`src/rtl/sum_loop_pkg.sv`:
```
package sum_loop_pkg;
  parameter int unsigned WORD_W = 32;
  typedef logic [WORD_W-1:0] word_t;

  typedef enum logic {PH_RECV = 1'b0, PH_SEND = 1'b1} phase_e;

  // modulo 2^WORD_W addition used by the accumulator
  function automatic word_t wrap_add(input word_t a, input word_t b);
    return a + b;
  endfunction

  function automatic int unsigned cnt_width(input int unsigned len);
    return (len > 1) ? $clog2(len) : 1;
  endfunction
endpackage

```
`src/rtl/sum_beat_counter.sv`:
```
module sum_beat_counter #(
  parameter int unsigned LEN = 8,
  localparam int unsigned CW = sum_loop_pkg::cnt_width(LEN)
) (
  input  logic          clk,
  input  logic          rst_n,
  input  logic          step,
  output logic [CW-1:0] cnt,
  output logic          at_last
);
  localparam logic [CW-1:0] LAST = CW'(LEN - 1);

  assign at_last = (cnt == LAST);

  always_ff @(posedge clk) begin
    if (!rst_n)
      cnt <= '0;
    else if (step)
      cnt <= at_last ? '0 : cnt + 1'b1;
  end
endmodule

```
`src/rtl/sum_accum.sv`:
```
module sum_accum
  import sum_loop_pkg::*;
(
  input  logic  clk,
  input  logic  rst_n,
  input  logic  take,
  input  logic  first,
  input  word_t din,
  output word_t acc
);
  always_ff @(posedge clk) begin
    if (!rst_n)
      acc <= '0;
    else if (take)
      acc <= wrap_add(first ? word_t'(0) : acc, din);
  end
endmodule

```
`src/rtl/sum_phase_ctrl.sv`:
```
module sum_phase_ctrl
  import sum_loop_pkg::*;
(
  input  logic   clk,
  input  logic   rst_n,
  input  logic   rx_done,
  input  logic   tx_done,
  output phase_e phase
);
  phase_e nxt;

  always_comb begin
    nxt = phase;
    unique case (phase)
      PH_RECV: if (rx_done) nxt = PH_SEND;
      PH_SEND: if (tx_done) nxt = PH_RECV;
      default: nxt = PH_RECV;
    endcase
  end

  always_ff @(posedge clk) begin
    if (!rst_n) phase <= PH_RECV;
    else        phase <= nxt;
  end
endmodule

```
`src/rtl/stream_sum_loop.sv`:
```
module stream_sum_loop
  import sum_loop_pkg::*;
#(
  parameter int unsigned PKT_LEN = 8
) (
  input  logic              aclk,
  input  logic              aresetn,
  input  logic [WORD_W-1:0] s_tdata,
  input  logic              s_tvalid,
  output logic              s_tready,
  input  logic              s_tlast,
  output logic [WORD_W-1:0] m_tdata,
  output logic              m_tvalid,
  input  logic              m_tready,
  output logic              m_tlast
);
  localparam int unsigned CW = cnt_width(PKT_LEN);

  phase_e        phase;
  logic [CW-1:0] rx_cnt, tx_cnt;
  logic          rx_last, tx_last;
  word_t         acc;

  // named handshake events, also observed by the checker
  logic s_fire, m_fire, rx_done, tx_done;

  assign s_tready = (phase == PH_RECV);
  assign m_tvalid = (phase == PH_SEND);
  assign s_fire   = s_tvalid & s_tready;
  assign m_fire   = m_tvalid & m_tready;
  assign rx_done  = s_fire & rx_last;
  assign tx_done  = m_fire & tx_last;
  assign m_tdata  = acc;
  assign m_tlast  = m_tvalid & tx_last;

  sum_beat_counter #(.LEN(PKT_LEN)) u_rx_cnt (
    .clk(aclk), .rst_n(aresetn), .step(s_fire), .cnt(rx_cnt), .at_last(rx_last)
  );

  sum_beat_counter #(.LEN(PKT_LEN)) u_tx_cnt (
    .clk(aclk), .rst_n(aresetn), .step(m_fire), .cnt(tx_cnt), .at_last(tx_last)
  );

  sum_accum u_acc (
    .clk(aclk), .rst_n(aresetn), .take(s_fire), .first(rx_cnt == '0),
    .din(s_tdata), .acc(acc)
  );

  sum_phase_ctrl u_phase (
    .clk(aclk), .rst_n(aresetn), .rx_done(rx_done), .tx_done(tx_done), .phase(phase)
  );
endmodule

```
`config.mk`:
```
export PLATFORM = sky130hd
export DESIGN_NAME = stream_sum_loop
export DESIGN_NICKNAME = d
export VERILOG_FILES = /design/src/rtl/sum_loop_pkg.sv /design/src/rtl/sum_beat_counter.sv /design/src/rtl/sum_accum.sv /design/src/rtl/sum_phase_ctrl.sv /design/src/rtl/stream_sum_loop.sv
export SDC_FILE = /design/constraint.sdc
export NUM_CORES = 1
export LEC_CHECK = 0
export BUFFER_PORTS_ARGS = -buffer_cell sky130_fd_sc_hd__clkbuf_2
export CAP_MARGIN = 10
export CORE_UTILIZATION = 45
export CTS_BUF_LIST = sky130_fd_sc_hd__clkbuf_16
export DETAILED_ROUTE_END_ITERATION = 7
export PLACE_DENSITY = 0.76
export SLEW_MARGIN = 20
export SYNTH_ARGS = -nofsm -noshare
export SYNTH_HDL_FRONTEND = slang
export SYNTH_SLANG_ARGS = --single-unit
export TNS_END_PERCENT = 5
```
`constraint.sdc`:
```
create_clock -name aclk -period 3.87 [get_ports aclk]
set_input_delay 0.5805 -clock aclk [delete_from_list [all_inputs] [get_ports aclk]]
set_output_delay 0.5805 -clock aclk [all_outputs]
set_load 0.1 [all_outputs]
```
==> key figures <==
Status
  – Run status: complete, no violations

Detailed routing
  – DR vias/cell: around 5.6
  – Initial DRT Pass Iterations: 4
  – Vias: about 3500
  – DRC Markers: 0
  – Antenna viol nets, final: 0
  – WL/cell: 14.50 microns
  – DRT iter0 DRCs: 146
  – Final wirelength: between 9000 and 10000 microns

Synthesis
  – Ys flop type: dfxtp_1
  – Area share of the largest cell type after synthesis: between 20 and 25%
  – Mux contribution to synthesized area: 0.2856%
  – Synthesized net count: between 500 and 600
  – Mapped cell area: about 3500 sq um
  – Adder-cell share of the synthesized area: 13.42%
  – Post-synthesis register bit count: 39
  – Register area share after synthesis: between 20 and 25%
  – Synth Area in Compound Gates: around a quarter
  – Synth top cells by count: 75 x nand2_1, 64 x a21oi_1, 39 x dfxtp_1
  – Largest family of logic cells by synthesized area: compound AO/OA/AOI/OAI gates
  – Yosys top cell by area: dfxtp_1
  – Syn Area/Cell: between 7 and 8 sq um
  – Cells after Synth: between 400 and 500
  – Ys Warns: 0
  – Simple-gate area share of the yosys netlist: around a quarter
  – Synth top area cells: dfxtp_1 22%, ha_1 13%, a21oi_1 9.1%
  – Share of flip-flops with an asynchronous set or reset: 0%
  – Number of enable flip-flop cells after synthesis: 0
  – Top-count cell post-synth: nand2_1
  – Count of cell types in the netlist: 58
  – XOR/XNOR Fraction of Synth Area: 6.498%

Layout
  – Area Growth Syn to Fin: 14.99%
  – Number of diodes: 0
  – Register area: 780.7 sq um
  – Final Util: between 50% and 60%
  – # fillers: around 720
  – Layout cells sized above 1: a little under a fifth
  – Nets: between 600 and 700
  – Multi-input logic area: approximately 2600 sq um

GRT
  – Gr ovfl total: 0
  – Initial antenna violation count: 0
  – Largest net degree at the start of global routing: 30
  – First-pass GRT wire length: about 15000 microns
  – Total GRT Usage: a little under a quarter
  – Number of global-route vias before repair: 3311

Power and ir drop
  – Post-layout power: approximately 0.0014 W
  – Max VDD drop: roughly 0.2 mV
  – PwrDens: between 300 and 400 nW/um^2
  – Leakage: about 1.8 nW

Die
  – Initial Util: 47.31%
  – Core area: 7408 sq um
  – Row count: 31
  – Die width: 90.25 microns
  – Die boundary height: 90.25 microns
  – Die area: between 8000 and 9000 sq um
  – Ports: 72

Worst setup path
  – FF-to-FF path depth: 14
  – Crit Path Class: reg -> reg
  – Critical-path cell list: inv_1 > ha_1 > nand2b_2 > and2_1 > ha_1 > fa_1 > a21oi_1 > o211ai_1 > a211o_1 > a2111oi_4 > o41ai_2 > xor2_1 > nand2_1 > a21oi_1
  – CP delay by family, top: compound AO/OA/AOI/OAI gates
  – Register-to-Register Setup Slack: 440 ps
  – Critical Path End Type: flop
  – CP Data Required Time: 4080 ps
  – Startpoint Class: flop
  – Number of buffers and inverters on the critical path: 1
  – Critical Path AT: around 3600 ps
  – Reg2reg end: u_acc.acc[28]
  – Crit Path Max Fanout: 17
  – Crit-path max cell delay: around 420 ps
  – Reg2reg start: u_rx_cnt.cnt[0]
  – Critical-path top delay cell: fa_1

Timing
  – Final Max Slew Viols: 0
  – Final setup vio count: 0
  – Achievable frequency: between 200 and 300 MHz
  – Setup TNS: 0 ps
  – Max-slew headroom: a little over three fifths
  – Final Skew: around 3.1 ps
  – Worst Tran Pin Value: 552.8 ps
  – Final Hold Viols: 0
  – Post-route minimum period: roughly 3400 ps
  – RSZ-0062 raised after global routing: false
  – Period utilization: between 80% and 90%

Clocking
  – Post-CTS Setup Bufs: 0
  – Clk sinks: 39
  – H-tree depth: 2
  – Hold Buf Count CTS: 0
  – TritonCTS clock tree: yes
  – Max clock buf depth: 2
  – CTS root buf: clkbuf_16
  – Cts bufs inserted: 5
  – Clock latency on the worst-skew pair: between 200 and 300 ps
  – Reg clk slew, reported paths: around 60 ps

Placed design
  – PortBufs: 70
  – Dpl hpwl: approximately 7000 microns
  – GP Congestion: between 0.8 and 0.9

Flow run
  – Number of max-cap violations: 0

Min path
  – Hold Path Depth: 2
  – Worst Hold End: u_acc.acc[7]
  – Hold crit path type: reg -> reg
  – Hold Crit Start: u_acc.acc[7]
[layer usage]
layer	up-vias	part of all wire [%]	global-route usage [%]	routed length, microns
li1	1784	-	-	-
met1	1634	46	28.91	4191
met2	108	48	39.69	4330
met3	12	4.8	3.030	441
met4	0	1.4	5.511	129
met5	-	0	0	0
[power by group]
group / switching, W / internal (W) / total (W) / leakage (nW)
Sequential: 0.0000215 / 0.000431 / 0.000453 / 0.321
Combinational: 0.000404 / 0.000145 / 0.000549 / 1.45
Clock: 0.000171 / 0.000236 / 0.000406 / 0.0710
Total: 0.000596 / 0.000812 / 0.00141 / 1.84
[worst register-to-register path: cells and delay by family (launching register included)]
family / cells / cell delay (ps)
buf+inv: 1 / 70
compound gates: 6 / 1540
simple gates: 3 / 490
flops: 1 / 340
xor+xnor: 1 / 140
fa+ha+maj: 3 / 800
[worst max path at each step]
stage	start	end	slack [ps]	cells past startpoint
after floorplan	u_rx_cnt.cnt[0]	u_acc.acc[28]	770	15
after global placement	u_rx_cnt.cnt[0]	u_acc.acc[30]	470	14
after detailed placement	u_rx_cnt.cnt[0]	u_acc.acc[30]	410	14
after CTS	u_rx_cnt.cnt[0]	u_acc.acc[30]	380	14
after global routing	u_rx_cnt.cnt[0]	u_acc.acc[28]	110	14
final	u_rx_cnt.cnt[0]	u_acc.acc[28]	440	14
[stage by stage]
step | cells | hold slack, ps | area (sq um) | worst slack [ps]
2_1_floorplan | 470 | 440.0 | 3505 | 771.4
3_3_place_gp | 619 | 447.9 | 3881 | 471.0
3_5_place_dp | 619 | 453.9 | 3881 | 411.1
4_1_cts | 627 | 463.4 | 4023 | 377.7
5_1_grt | 627 | 478.4 | 4030 | 109.7
6_report | 627 | 462.9 | 4030 | 442.7
[cells in the final DEF, fill, tap and decap left out, types with 9 or more instances in the layout]
| master | instances |
|---|---|
| nand3_1 | 14 |
| nor2_1 | 27 |
| xnor2_1 | 17 |
| nor3_1 | 10 |
| dfxtp_1 | 39 |
| nand2_1 | 75 |
| ha_1 | 36 |
| a21oi_1 | 64 |
| xor2_1 | 9 |
| o21ai_0 | 22 |
| and2_1 | 33 |
| clkbuf_2 | 70 |
| inv_1 | 14 |
[layout make-up]
type | count | area share (%)
Clock inverter | 3 | 0.4036
Inverter | 13 | 1.211
Timing Repair Buffer | 74 | 9.438
Multi-Input combinational cell | 394 | 63.40
Clock buffer | 5 | 3.105
Sequential cell | 39 | 19.37
Tap cell | 99 | 3.074
[state kept, by name, indices dropped and copies added (netlist names)]
register / cells
u_acc.acc: 32
u_rx_cnt.cnt: 3
u_tx_cnt.cnt: 3
u_phase.phase: 1
[logic make-up (layout without fill, tap and decap cells)]
family	after synthesis	after routing
DFF	39	39
and+or+nand+nor	183	183
muxes	1	1
xor gates and xnor gates	26	26
AOI/OAI and AO/OA	147	147
adders and majority gates	37	37
buffers and inverters	37	95
[timing repair]
| action | 4_1_cts | 5_1_grt |
|---|---|---|
| gates resized for setup | 0 | 1 |
| endpoints found under the setup margin | 0 | 1 |
| endpoints found under the hold margin | 0 | 0 |
No activity file was read; power rests on OpenSTA's default activity.
